### config.mk
export PLATFORM = sky130hd
export DESIGN_NAME = dil_addr_gen
export DESIGN_NICKNAME = d
export VERILOG_FILES = /design/src/rtl/dil_pkg.sv /design/src/rtl/dil_ctrl.sv /design/src/rtl/dil_grid_cnt.sv /design/src/rtl/dil_col_perm.sv /design/src/rtl/dil_addr_gen.sv
export SDC_FILE = /design/constraint.sdc
export NUM_CORES = 1
export LEC_CHECK = 0
export BUFFER_PORTS_ARGS = -buffer_cell sky130_fd_sc_hd__buf_2
export CAP_MARGIN = 20
export CORE_ASPECT_RATIO = 0.9
export CORE_MARGIN = 3
export CORE_UTILIZATION = 51
export CTS_CLUSTER_DIAMETER = 40
export DETAILED_ROUTE_END_ITERATION = 8
export HOLD_SLACK_MARGIN = 0.08
export PLACE_DENSITY = 0.71
export SYNTH_ARGS = -nofsm -noshare
export SYNTH_HDL_FRONTEND = slang
export SYNTH_HIERARCHICAL = 1
export SYNTH_SLANG_ARGS = --single-unit
export TNS_END_PERCENT = 30
### constraint.sdc
create_clock -name clk -period 6.75 [get_ports clk]
set_input_delay 0.675 -clock clk [delete_from_list [all_inputs] [get_ports clk]]
set_output_delay 0.675 -clock clk [all_outputs]
set_load 0.05 [all_outputs]
### src/rtl/dil_pkg.sv
package dil_pkg;

    localparam int ROWS  = 16;
    localparam int ROW_W = 4;

    typedef enum logic [1:0] {
        MOD_QPSK  = 2'd0,
        MOD_QAM16 = 2'd1,
        MOD_QAM64 = 2'd2,
        MOD_SPARE = 2'd3
    } mod_e;

    // Settings captured when a block opens
    typedef struct packed {
        mod_e       mode;
        logic [1:0] grp_last;   // group size minus one: 0, 1 or 2
    } dil_cfg_t;

    // Row position plus the modulo phases that stand in for floor/mod
    typedef struct packed {
        logic [ROW_W-1:0] row;
        logic [1:0]       row_ph;   // row mod group size
        logic [1:0]       col_ph;   // column mod group size
    } dil_pos_t;

    function automatic logic [1:0] grp_last_of(input mod_e m);
        case (m)
            MOD_QAM16: grp_last_of = 2'd1;
            MOD_QAM64: grp_last_of = 2'd2;
            default:   grp_last_of = 2'd0;
        endcase
    endfunction

    function automatic logic [1:0] phase_next(input logic [1:0] ph,
                                              input logic [1:0] lim);
        phase_next = (ph == lim) ? 2'd0 : ph + 2'd1;
    endfunction

endpackage

### src/rtl/dil_ctrl.sv
module dil_ctrl
    import dil_pkg::*;
#(
    parameter int NW = 12,
    localparam int CW = NW - ROW_W
) (
    input  logic          clk,
    input  logic          rst,
    input  logic          start,
    input  logic [1:0]    mod_sel,
    input  logic [CW-1:0] cols_in,
    input  logic          adv,
    input  logic          at_end,
    output logic          fire,
    output logic          clear,
    output dil_cfg_t      cfg,
    output logic [CW-1:0] cols_m1
);

    logic active_q;

    // start has priority over adv in the same cycle
    assign fire  = active_q & adv & ~start;
    assign clear = start;

    always_ff @(posedge clk) begin
        if (rst) begin
            active_q <= 1'b0;
            cfg      <= '{mode: MOD_QPSK, grp_last: 2'd0};
            cols_m1  <= '0;
        end else if (start) begin
            active_q     <= 1'b1;
            cfg.mode     <= mod_e'(mod_sel);
            cfg.grp_last <= grp_last_of(mod_e'(mod_sel));
            cols_m1      <= cols_in - CW'(1);
        end else if (fire && at_end) begin
            active_q <= 1'b0;
        end
    end

endmodule

### src/rtl/dil_grid_cnt.sv
module dil_grid_cnt
    import dil_pkg::*;
#(
    parameter int NW = 12,
    localparam int CW = NW - ROW_W
) (
    input  logic          clk,
    input  logic          rst,
    input  logic          clear,
    input  logic          step,
    input  logic [1:0]    grp_last,
    input  logic [CW-1:0] cols_m1,
    output logic [CW-1:0] col,
    output dil_pos_t      pos,
    output logic          at_end
);

    logic row_wrap;
    logic last_row;

    assign row_wrap = (col == cols_m1);
    assign last_row = (pos.row == ROW_W'(ROWS - 1));
    assign at_end   = row_wrap & last_row;

    always_ff @(posedge clk) begin
        if (rst || clear) begin
            col <= '0;
            pos <= '0;
        end else if (step) begin
            if (row_wrap) begin
                col        <= '0;
                pos.col_ph <= 2'd0;
                pos.row    <= pos.row + ROW_W'(1);
                pos.row_ph <= phase_next(pos.row_ph, grp_last);
            end else begin
                col        <= col + CW'(1);
                pos.col_ph <= phase_next(pos.col_ph, grp_last);
            end
        end
    end

endmodule

### src/rtl/dil_col_perm.sv
module dil_col_perm
    import dil_pkg::*;
#(
    parameter int NW = 12,
    localparam int CW = NW - ROW_W
) (
    input  mod_e          mode,
    input  logic [CW-1:0] col,
    input  logic [1:0]    col_ph,
    input  logic [1:0]    row_ph,
    output logic [CW-1:0] col_out
);

    logic [1:0]    step_mag;
    logic          use_inc;
    logic          use_dec;
    logic [2:0]    ph_sum;
    logic [CW-1:0] inc_v;
    logic [CW-1:0] dec_v;

    assign ph_sum = {1'b0, col_ph} + {1'b0, row_ph};

    always_comb begin
        step_mag = 2'd0;
        use_inc  = 1'b0;
        use_dec  = 1'b0;
        case (mode)
            MOD_QAM16: begin
                if (row_ph[0]) begin
                    step_mag = 2'd1;
                    use_inc  = ~col_ph[0];
                    use_dec  = col_ph[0];
                end
            end
            MOD_QAM64: begin
                if (row_ph != 2'd0) begin
                    if (ph_sum >= 3'd3) begin
                        step_mag = 2'd3 - row_ph;
                        use_dec  = 1'b1;
                    end else begin
                        step_mag = row_ph;
                        use_inc  = 1'b1;
                    end
                end
            end
            default: begin
                step_mag = 2'd0;
            end
        endcase
    end

    // the one incrementer and the one decrementer shared by both QAM modes
    assign inc_v = col + CW'(step_mag);
    assign dec_v = col - CW'(step_mag);

    assign col_out = use_inc ? inc_v : (use_dec ? dec_v : col);

endmodule

### src/rtl/dil_addr_gen.sv
module dil_addr_gen
    import dil_pkg::*;
#(
    parameter int NW = 12,
    localparam int CW = NW - ROW_W
) (
    input  logic          clk,
    input  logic          rst,
    input  logic          start,
    input  logic [1:0]    mod_sel,
    input  logic [NW-1:0] ncbps,
    input  logic          adv,
    output logic [NW-1:0] addr_o,
    output logic          valid_o,
    output logic          last_o
);

    logic          fire;
    logic          clear;
    dil_cfg_t      cfg;
    logic [CW-1:0] cols_m1;
    logic [CW-1:0] col;
    logic [CW-1:0] col_p;
    dil_pos_t      pos;
    logic          at_end;

    dil_ctrl #(.NW(NW)) u_ctrl (
        .clk     (clk),
        .rst     (rst),
        .start   (start),
        .mod_sel (mod_sel),
        .cols_in (ncbps[NW-1:ROW_W]),
        .adv     (adv),
        .at_end  (at_end),
        .fire    (fire),
        .clear   (clear),
        .cfg     (cfg),
        .cols_m1 (cols_m1)
    );

    dil_grid_cnt #(.NW(NW)) u_grid (
        .clk      (clk),
        .rst      (rst),
        .clear    (clear),
        .step     (fire),
        .grp_last (cfg.grp_last),
        .cols_m1  (cols_m1),
        .col      (col),
        .pos      (pos),
        .at_end   (at_end)
    );

    dil_col_perm #(.NW(NW)) u_perm (
        .mode    (cfg.mode),
        .col     (col),
        .col_ph  (pos.col_ph),
        .row_ph  (pos.row_ph),
        .col_out (col_p)
    );

    // address = row + 16 * permuted column: a shift and concatenation
    always_ff @(posedge clk) begin
        if (rst) begin
            addr_o  <= '0;
            valid_o <= 1'b0;
            last_o  <= 1'b0;
        end else begin
            valid_o <= fire;
            last_o  <= fire & at_end;
            if (fire) begin
                addr_o <= {col_p, pos.row};
            end
        end
    end

endmodule

==> results of run 1 <==
[per-layer routing]
metal | vias up | global-route usage | part of all wire
met3 | 9 | 0.0363 | 0.037
met1 | 999 | 0.273 | 0.49
met5 | - | 0 | 0
met4 | 0 | 0.0627 | 0.014
met2 | 35 | 0.279 | 0.46
li1 | 1083 | - | -
[synth_stat cells (all sizes together) (6+ instances only)]
library cell / number
buf: 8
nand2: 17
inv: 17
xnor2: 14
nor3: 14
o21ai: 15
or3: 7
xor2: 11
nand3: 6
dfxtp: 43
a21oi: 12
mux2i: 19
nor2: 33
nand4: 7
ha: 11
[cell usage in the layout (no fill, tap or decap), drive strengths merged, types with 4 or more instances in the layout]
| cell type | count |
|---|---|
| nand2 | 17 |
| xor2 | 11 |
| or3 | 7 |
| o21ai | 15 |
| buf | 28 |
| mux2i | 19 |
| inv | 17 |
| xnor2 | 14 |
| ha | 11 |
| clkbuf | 7 |
| nor2 | 33 |
| nor3 | 14 |
| nand4 | 7 |
| nand3 | 6 |
| a21oi | 12 |
| dfxtp | 43 |
| a311oi | 5 |
| a211oi | 4 |
[logic make-up after synthesis]
group,Yosys count
compound gates,50
xor+xnor,25
fa+ha+maj,14
buf+inv,28
flops,43
mux,20
simple gates,111
[worst max-delay path, delay by kind of cell, from the launching register on]
family | cells | cell delay [ns]
adders and majority gates | 4 | 1.33
muxes | 2 | 0.37
buffers and inverters | 2 | 0.12
DFF | 1 | 0.52
and+or+nand+nor | 4 | 0.90
xor gates and xnor gates | 1 | 0.21
AOI/OAI and AO/OA | 2 | 0.40
[layout make-up]
type	instances	area, um^2	area share
inverter	17	63.8	0.0223
timing repair buffer	28	143	0.0498
multi-input combinational	220	1630	0.571
sequential	43	861	0.301
clock buffer	7	76.3	0.0266
clock inverter	1	5.00	0.00175
tap	65	81.3	0.0284
[registers in the layout, summed over array words and instances, names as in the netlist]
signal / count
addr_o: 12
u_ctrl/cols_m1: 8
u_grid/col: 8
u_grid/pos: 8
u_ctrl/cfg: 4
last_o: 1
u_ctrl/active_q: 1
valid_o: 1
[worst max-delay path by stage]
stage | start | endpoint | cells past startpoint
floorplan | u_grid/pos[2] | addr_o[8] | 13
global placement | u_grid/pos[2] | addr_o[8] | 13
detailed placement | u_grid/pos[2] | addr_o[8] | 13
CTS | u_grid/pos[2] | addr_o[8] | 13
global route | u_grid/pos[2] | addr_o[10] | 15
finish | u_grid/pos[2] | addr_o[8] | 15
[metrics by stage]
step                hold WS, ns  setup slack (ns)  cell area [um^2]
floorplan                 0.456              3.25              2630
global placement          0.467              2.92              2780
detailed placement        0.482              2.85              2780
CTS                       0.503              2.81              2860
global route              0.523              2.54              2860
finish                    0.501              2.82              2860
[power breakdown]
part           internal [mW]  switching, mW
Combinational         0.0201         0.0302
Sequential             0.259        0.00523
Clock                 0.0727         0.0847
==> qor.yml, run 1 <==
power_and_ir_drop:
  power.density_mw_per_mm2: 165
  ir_worst_vdd_mv: 0.0988
  power_mw: 0.472
  leakage_nw: 1.08
synthesis:
  synth.distinct_cells: 52
  synth_flop_cell: "dfxtp_1"
  synthDominantCellAreaShare: 0.328
  yosys.area_share.simple: 0.236
  avgSynthCellArea_um2: 9.02
  synth_xor_area_frac: 0.101
  ys_seq_area_frac: 0.328
  mappedNetlistArea_mm2: 0.00263
  synth_edf_count: 0
  synthAdderAreaFrac: 0.0753
  synth_top_cell_by_area: "dfxtp_1"
  synth_compound_area_frac: 0.133
  postSynthNetCount: 323
  synth.top_cells.by_area: "dfxtp_1, mux2i_1, ha_1"
  yosysWarnings: 6
  synthArstFlopShare: 0
  synth.area.mux_share: 0.0767
  ys_ff_latch: 43
  synth_top_family_by_area: "simple AND/OR/NAND/NOR gates"
  syn_inst: 291
final_layout:
  fill_cells: 446
  antenna_cells: 0
  syn2layout_area_growth_pct: 9.10
  post-route-util: 0.585
  stdcell_count: 381
  drive_above_1_share: 0.168
  fin_nets: 347
worst_setup_path:
  worst-setup-path-type: "reg -> reg"
  cp_max_fo: 10
  worstRegToRegCells: 15
  r2r_slack_ns: 2.82
  crit_path_cell_trace: "ha_1, inv_1, fa_1, o21ai_1, nand3_1, mux2_2, nor2_1, ha_1, inv_1, fa_1, or4_1, o31ai_1, xor2_1, mux2i_1, nor2_1"
  timing.rr.start: "u_grid/pos[2]"
  crit_slowest_cell: "dfxtp_1"
  crit_arrival_ns: 4.16
  cp.required_ns: 6.99
  rr_endpoint: "addr_o[8]"
  cp-end-kind: "register"
  cp_slowest_stage_delay_ns: 0.52
  crit_path_start_kind: "register"
cts:
  clk_latency_ns: 0.30
  htree_levels: 2
  cts.sinks: 43
  cts_hold_buffers: 0
  cts_made_buffers: 5
  post-cts-setup-buffers: 0
  cts_max_path_buffers: 2
  post_cts_resized: 0
  clk_pin_slew_worst_paths_ns: 0.08
  cts_tree: "done"
  root_buffer: "clkbuf_8"
flow_run:
  maxCapViolCount: 0
timing:
  hold_viol: 0
  skew_ns: 0.00848
  max_slew_margin: 0.643
  timing.fmax_mhz: 255
  min_period_ns: 3.93
  slew_viol_final: 0
  fin_crit_sh: 0.582
  rsz0062_at_grt: "no"
  final.setup.tns_ns: 0
  setup_viol: 0
  worst_slew_pin_slew_ns: 0.536
route:
  routed_wl_mm: 5.27
  drt_iter0_markers: 114
  first_pass_iters: 4
  wire_per_inst_um: 13.8
  drcViolationCount: 0
  routed-via-count: 2126
  vias_per_cell: 5.58
  antenna_left: 0
min_path:
  whs_endpoint: "addr_o[0]"
  hold_start: "addr_o[0]"
  hold_class: "reg -> reg"
  hold_path_depth: 2
grt:
  grt_overflow: 0
  grt_pass1_vias: 1901
  grtUsageTotal: 0.188
  antenna_found_initial: 0
  grt_max_degree: 31
  grt_pass1_wl_mm: 8.94
place:
  place.gp.congestion: 0.799
  hpwl_mm: 3.90
  io_buffers: 27
  placedCellCount: 373
floorplan:
  start_util: 0.536
  die_area_mm2: 0.00605
  ios: 32
  fp.dieW_um: 81.6
  rows: 24
  core_area_mm2: 0.00489
  die_h_um: 74.1
status:
  status: "complete, no violations"
Power figures use the tool's default switching activity.
==> inputs of run 2 (changes only) <==
clock period = 3.7 ns   (was 6.75 ns; I/O delays follow)
==> run 2 against run 1 <==
Fmax rose by 12%; largest power group unchanged; critical path type unchanged; power rose by 83%; clock skew rose by 0.0020 ns; first-iteration DRC count is 36% lower.
==> qor.yml, run 2 (synthesized netlist as in run 1, its figures left out) <==
status:
  status: "complete, no violations"  # unchanged
timing:
  whs_ns: 0.291  # was 0.501 ns
  fin_crit_sh: 0.949  # was 0.582
  max_slew_margin: 0.619  # was 0.643
  skew_ns: 0.0105  # was 0.00848 ns
  worst_slew_pin_slew_ns: 0.570  # was 0.536 ns
  setup_viol: 0  # unchanged
  timing.fmax_mhz: 285  # was 255 MHz
  hold_viol: 0  # unchanged
  slew_viol_final: 0  # unchanged
  min_period_ns: 3.51  # was 3.93 ns
route:
  wl_met1_mm: 2.56  # was 2.59 mm
  vias_per_cell: 5.57  # was 5.58
  routed-via-count: 2155  # was 2126
  top_layer: "met4"  # unchanged
  routed_wl_mm: 5.34  # was 5.27 mm
  met2WireLength_mm: 2.44  # was 2.41 mm
  antenna_left: 0  # unchanged
  first_pass_iters: 4  # unchanged
  wire_per_inst_um: 13.8  # about the same
  drcViolationCount: 0  # unchanged
  dr_wl_met3_um: 280  # was 195 um
  drt_iter0_markers: 73  # was 114
cts:
  cts_tree: "done"  # unchanged
  cts_max_path_buffers: 2  # unchanged
  cts.sinks: 43  # unchanged
  root_buffer: "clkbuf_8"  # unchanged
  cts_made_buffers: 5  # unchanged
  cts_hold_buffers: 0  # unchanged
  clk_latency_ns: 0.30  # about the same
  htree_levels: 2  # unchanged
  clk_pin_slew_worst_paths_ns: 0.09  # was 0.08 ns
worst_setup_path:
  worstSetupStartpoint: "u_grid/pos[0]"  # was u_grid/pos[2]
  crit_path_cell_trace: "ha_2, inv_1, fa_1, o21a_1, a21oi_1, mux2_2, nor2_4, ha_2, inv_1, fa_1, or4_1, o21ai_0, xnor2_1, mux2i_1, nor2_1"  # was ha_1, inv_1, fa_1, o21ai_1, nand3_1, mux2_2, nor2_1, ha_1, inv_1, fa_1, or4_1, o31ai_1, xor2_1, mux2i_1, nor2_1
  timing.rr.start: "u_grid/pos[0]"  # was u_grid/pos[2]
  cp.required_ns: 3.93  # was 6.99 ns
  r2r_slack_ns: 0.19  # was 2.82 ns
  crit_path_start_kind: "register"  # unchanged
  critPathBufInv: 2  # unchanged
  crit_slowest_cell: "fa_1"  # was dfxtp_1
  worst-setup-path-type: "reg -> reg"  # unchanged
  rr_endpoint: "addr_o[10]"  # was addr_o[8]
  cp_max_fo: 3  # was 10
  worstRegToRegCells: 15  # unchanged
  worstSetupEndpoint: "addr_o[10]"  # was addr_o[8]
  cp-end-kind: "register"  # unchanged
  crit_arrival_ns: 3.74  # was 4.16 ns
  cp_slowest_stage_delay_ns: 0.53  # was 0.52 ns
  cp.depth: 15  # unchanged
  cpLargestDelayFamily: "adder cells"  # unchanged
final_layout:
  syn2layout_area_growth_pct: 11.7  # was 9.10%
  fin_nets: 353  # was 347
  regMostFlops: "addr_o"  # unchanged
  layout_common_cells: "dfxtp_1, nor2_1, buf_2, mux2i_1"  # unchanged
  antenna_cells: 0  # unchanged
  largest_register_ffs: 12  # unchanged
  drive_above_1_share: 0.205  # was 0.168
  final_common_cell: "dfxtp_1"  # unchanged
grt:
  antenna_found_initial: 0  # unchanged
  grtUsageTotal: 0.193  # was 0.188
  grt_overflow: 0  # unchanged
  grt_max_degree: 31  # unchanged
  grt_pass1_vias: 1970  # was 1901
  grt_pass1_wl_mm: 9.11  # was 8.94 mm
power_and_ir_drop:
  power.net_switching_mw: 0.227  # was 0.120 mW
  power.density_mw_per_mm2: 295  # was 165 mW/mm^2
  power_mw: 0.865  # was 0.472 mW
  internal_power_mw: 0.638  # was 0.352 mW
  comb_power_share: 0.108  # was 0.107
  p_seq_frac: 0.557  # was 0.560
  switching_share: 0.262  # was 0.255
  clkPwrFrac: 0.335  # was 0.334
  ir_worst_vdd_mv: 0.233  # was 0.0988 mV
  leakage_nw: 1.11  # was 1.08 nW
flow_run:
  maxCapViolCount: 0  # unchanged
place:
  place.gp.congestion: 0.815  # was 0.799
  hpwl_mm: 3.91  # was 3.90 mm
  io_buffers: 27  # unchanged
min_path:
  hold_class: "in -> reg"  # was reg -> reg
floorplan:
  start_util: 0.536  # unchanged
  die_area_mm2: 0.00605  # unchanged
  ios: 32  # unchanged
  core_area_mm2: 0.00489  # unchanged
  rows: 24  # unchanged
  die_h_um: 74.1  # unchanged
  fp.dieW_um: 81.6  # unchanged
run 2: changes by cell type in the layout (fill, tap and decap cells not counted), moves of 2 or more:
cell | previous run | this run
clkinv_2 | 1 | 3
clkbuf_1 | 2 | 0
ha_2 | 0 | 2
buf_4 | 1 | 7
ha_1 | 11 | 9
run 2: power by group through the flow:
stage,clock network [mW],registers (mW),logic (mW)
after floorplan,0,0.492,0.0681
after global placement,0,0.493,0.0897
after detailed placement,0,0.493,0.0922
after CTS,0.304,0.482,0.0925
after global routing,0.322,0.483,0.104
final,0.290,0.482,0.0933
run 2: area by class of cell:
| type | instances | area, um^2 |
|---|---|---|
| fill | 436 | 1960 |
| multi-input combinational | 220 | 1650 |
| sequential | 43 | 862 |
| timing repair buffer | 34 | 188 |
| tap | 65 | 81.3 |
| clock buffer | 5 | 68.8 |
| inverter | 17 | 63.8 |
| clock inverter | 3 | 15.0 |
run 2: timing repair:
action,CTS,global route
setup buffers,0,1
hold endpoints to repair,0,0
endpoints found under the setup margin,0,3
resized for setup,0,7
run 2: how the worst min path moves through the flow:
| stage | startpoint | end | cells after the start |
|---|---|---|---|
| 3_3_place_gp | u_ctrl/active_q | u_ctrl/active_q | 2 |
| 2_1_floorplan | rst | u_ctrl/cols_m1[4] | 1 |
| 5_1_grt | ncbps[4] | u_ctrl/cols_m1[0] | 2 |
| 6_report | ncbps[4] | u_ctrl/cols_m1[0] | 2 |
| 3_5_place_dp | addr_o[5] | addr_o[5] | 2 |
| 4_1_cts | ncbps[4] | u_ctrl/cols_m1[0] | 2 |
run 2: layer usage:
layer	vias to the layer above	GRT usage
li1	1098	-
met1	995	0.259
met2	56	0.312
met3	6	0.0412
met4	0	0.0609
met5	-	0
run 2: stage by stage:
| step | TNS [ns] | instances | util | setup slack (ns) | area (um^2) |
|---|---|---|---|---|---|
| 2_1_floorplan | 0 | 291 | - | 0.197 | 2630 |
| 3_3_place_gp | 0 | 378 | 0.576 | 0.240 | 2820 |
| 3_5_place_dp | 0 | 378 | 0.576 | 0.161 | 2820 |
| 4_1_cts | 0 | 386 | 0.593 | 0.118 | 2900 |
| 5_1_grt | -0.00676 | 387 | 0.599 | -0.00676 | 2930 |
| 6_report | 0 | 387 | 0.599 | 0.188 | 2930 |
==> inputs of run 3 (changes only) <==
--- a/config.mk
+++ b/config.mk
@@ -15,3 +15,3 @@
 export HOLD_SLACK_MARGIN = 0.08
-export PLACE_DENSITY = 0.71
+export PLACE_DENSITY = 0.74
 export SYNTH_ARGS = -nofsm -noshare
==> constraint.sdc (replaced) <==
create_clock -name clk -period 3.2 [get_ports clk]
set_input_delay 0 -clock clk [delete_from_list [all_inputs] [get_ports clk]]
set_output_delay 0 -clock clk [all_outputs]
set_load 0.05 [all_outputs]
==> run 3 against run 2 <==
The flow now finishes with violations (negative setup slack); combinational power is 30% higher; count of clock-buffer cells in the layout increased by 2; final area rose by 8.9%; register-to-register slack got worse by 0.19 ns; routed wire length up 7.3%; sequential share of layout area is 2.2 points lower; critical endpoint is now addr_o[8]; largest power group unchanged.
==> qor.yml, run 3 (synthesized netlist as in run 1, its figures left out) <==
final_layout:
  antenna_cells: 0  # unchanged
  regMostFlops: "addr_o"  # unchanged
  drive_above_1_share: 0.247  # was 0.205
  layout_common_cells: "dfxtp_1, nor2_1, buf_2, mux2i_1, nand2_1"  # was dfxtp_1, nor2_1, buf_2, mux2i_1
  fin_area_mm2: 0.00319  # was 0.00293 mm^2
  fin_nets: 371  # was 353
  syn2layout_area_growth_pct: 21.6  # was 11.7%
  largest_register_ffs: 12  # unchanged
  final_common_cell: "dfxtp_1"  # unchanged
timing:
  skew_ns: 0.00894  # was 0.0105 ns
  timing.fmax_mhz: 312  # was 285 MHz
  slew_viol_final: 0  # unchanged
  min_period_ns: 3.20  # was 3.51 ns
  hold_viol: 0  # unchanged
  whs_ns: 0.118  # was 0.291 ns
  worst_slack_ns: -0.00453  # was 0.188 ns
  setup_viol: 1  # was 0
  fin_crit_sh: 1.00  # was 0.949
  worst_slew_pin_slew_ns: 0.583  # was 0.570 ns
  max_slew_margin: 0.611  # was 0.619
  rsz0062_at_grt: "yes"
floorplan:
  die_area_mm2: 0.00605  # unchanged
  die_h_um: 74.1  # unchanged
  ios: 32  # unchanged
  core_area_mm2: 0.00489  # unchanged
  fp.dieW_um: 81.6  # unchanged
  rows: 24  # unchanged
  start_util: 0.536  # unchanged
worst_setup_path:
  r2r_slack_ns: -0.005  # was 0.19 ns
  crit_arrival_ns: 3.38  # was 3.74 ns
  crit_path_cell_trace: "ha_4, inv_2, fa_1, o21a_1, a21oi_1, mux2_4, nor2_4, ha_4, inv_2, fa_2, or4_4, o31ai_4, xor2_1, mux2i_1, nor2_1"  # was ha_2, inv_1, fa_1, o21a_1, a21oi_1, mux2_2, nor2_4, ha_2, inv_1, fa_1, or4_1, o21ai_0, xnor2_1, mux2i_1, nor2_1
  worstSetupStartpoint: "u_grid/pos[2]"  # was u_grid/pos[0]
  cpLargestDelayFamily: "adder cells"  # unchanged
  critPathBufInv: 2  # unchanged
  crit_path_start_kind: "register"  # unchanged
  worstSetupEndpoint: "addr_o[8]"  # was addr_o[10]
  cp.required_ns: 3.37  # was 3.93 ns
  cp-end-kind: "register"  # unchanged
  timing.rr.start: "u_grid/pos[2]"  # was u_grid/pos[0]
  worstRegToRegCells: 15  # unchanged
  cp.depth: 15  # unchanged
  crit_slowest_cell: "fa_1"  # unchanged
  worst-setup-path-type: "reg -> reg"  # unchanged
  rr_endpoint: "addr_o[8]"  # was addr_o[10]
  cp_slowest_stage_delay_ns: 0.52  # was 0.53 ns
  cp_max_fo: 3  # unchanged
grt:
  grtUsageTotal: 0.201  # was 0.193
  antenna_found_initial: 0  # unchanged
  grt_pass1_wl_mm: 9.63  # was 9.11 mm
  grt_overflow: 0  # unchanged
  grt_max_degree: 31  # unchanged
  grt_pass1_vias: 2144  # was 1970
place:
  dpl_worst_slack_ns: -0.0376  # was 0.161 ns
  placed_area_mm2: 0.00288  # was 0.00282 mm^2
  place.gp.congestion: 0.824  # was 0.815
  io_buffers: 27  # unchanged
  hpwl_mm: 3.96  # was 3.91 mm
route:
  routed-via-count: 2260  # was 2155
  drt_iter0_markers: 146  # was 73
  vias_per_cell: 5.58  # was 5.57
  drcViolationCount: 0  # unchanged
  wire_per_inst_um: 14.2  # was 13.8 um
  routed_wl_mm: 5.73  # was 5.34 mm
  antenna_left: 0  # unchanged
  first_pass_iters: 4  # unchanged
power_and_ir_drop:
  comb_power_share: 0.119  # was 0.108
  p_seq_frac: 0.549  # was 0.557
  power.net_switching_mw: 0.262  # was 0.227 mW
  ir_worst_vdd_mv: 0.202  # was 0.233 mV
  internal_power_mw: 0.750  # was 0.638 mW
  switching_share: 0.259  # was 0.262
  power.density_mw_per_mm2: 317  # was 295 mW/mm^2
  leakage_nw: 1.21  # was 1.11 nW
  clkPwrFrac: 0.331  # was 0.335
cts:
  cts.sinks: 43  # unchanged
  cts_max_path_buffers: 2  # unchanged
  clk_pin_slew_worst_paths_ns: 0.08  # was 0.09 ns
  cts_made_buffers: 5  # unchanged
  cts_tree: "done"  # unchanged
  clk_latency_ns: 0.30  # about the same
  root_buffer: "clkbuf_8"  # unchanged
  htree_levels: 2  # unchanged
min_path:
  hold_class: "in -> reg"  # unchanged
status:
  violations: "negative setup slack"
  status: "finished, violations left"  # was complete, no violations
flow_run:
  maxCapViolCount: 0  # unchanged
run 3: changes by cell type in the layout (fill, tap and decap cells not counted), sizes merged:
cell	previous run	this run
clkinv	3	1
buf	34	40
dlygate4sd3	0	12
clkbuf	5	7
run 3: how the worst min path moves through the flow:
| stage | cells past startpoint | to | from |
|---|---|---|---|
| 3_5_place_dp | 2 | u_ctrl/cols_m1[0] | ncbps[4] |
| 4_1_cts | 3 | u_ctrl/cols_m1[3] | ncbps[7] |
| 3_3_place_gp | 2 | u_ctrl/cols_m1[0] | ncbps[4] |
| 5_1_grt | 3 | u_ctrl/cols_m1[3] | ncbps[7] |
| 2_1_floorplan | 1 | u_ctrl/cols_m1[4] | rst |
| 6_report | 3 | u_ctrl/cols_m1[3] | ncbps[7] |
run 3: power groups by stage:
stage | Clock (mW) | Combinational (mW) | Sequential, mW
after global routing | 0.365 | 0.134 | 0.558
after floorplan | 0 | 0.0792 | 0.567
after global placement | 0 | 0.104 | 0.569
final | 0.335 | 0.121 | 0.556
after CTS | 0.344 | 0.119 | 0.557
after detailed placement | 0 | 0.106 | 0.569
run 3: worst reg2reg max path, stage by stage, from the launching register on:
cell and delay [ns]:
dfxtp_4 0.36, ha_4 0.13, inv_2 0.03, fa_1 0.52
o21a_1 0.15, a21oi_1 0.08, mux2_4 0.28, nor2_4 0.12
ha_4 0.15, inv_2 0.04, fa_2 0.36, or4_4 0.50
o31ai_4 0.07, xor2_1 0.09, mux2i_1 0.15, nor2_1 0.05
run 3: cell type report:
class | count | area [um^2]
sequential | 43 | 870
fill | 401 | 1700
tap | 65 | 81.3
multi-input combinational | 220 | 1740
timing repair buffer | 52 | 353
inverter | 17 | 63.8
clock buffer | 7 | 76.3
clock inverter | 1 | 5.00
run 3: repair_timing:
item	4_1_cts	5_1_grt
endpoints found under the setup margin	3	7
hold endpoints to repair	12	0
gates resized for setup	11	9
buffers inserted	3	1
pin swaps	11	4
hold buffers	12	0
run 3: routing by layer:
metal	share of wire	routed length, um	GRT usage
met5	0	0	0
met4	0.012	70	0.0775
met3	0.034	195	0.0400
met2	0.49	2830	0.339
met1	0.46	2640	0.255
run 3: through the flow:
step            util  setup TNS [ns]  power [mW]  std cells
2_1_floorplan      -         -0.0226       0.646        291
3_3_place_gp   0.588               0       0.673        381
3_5_place_dp   0.588         -0.0527       0.676        381
4_1_cts        0.644         -0.0427        1.02        404
5_1_grt        0.652          -0.385        1.06        405
6_report       0.652        -0.00453        1.01        405
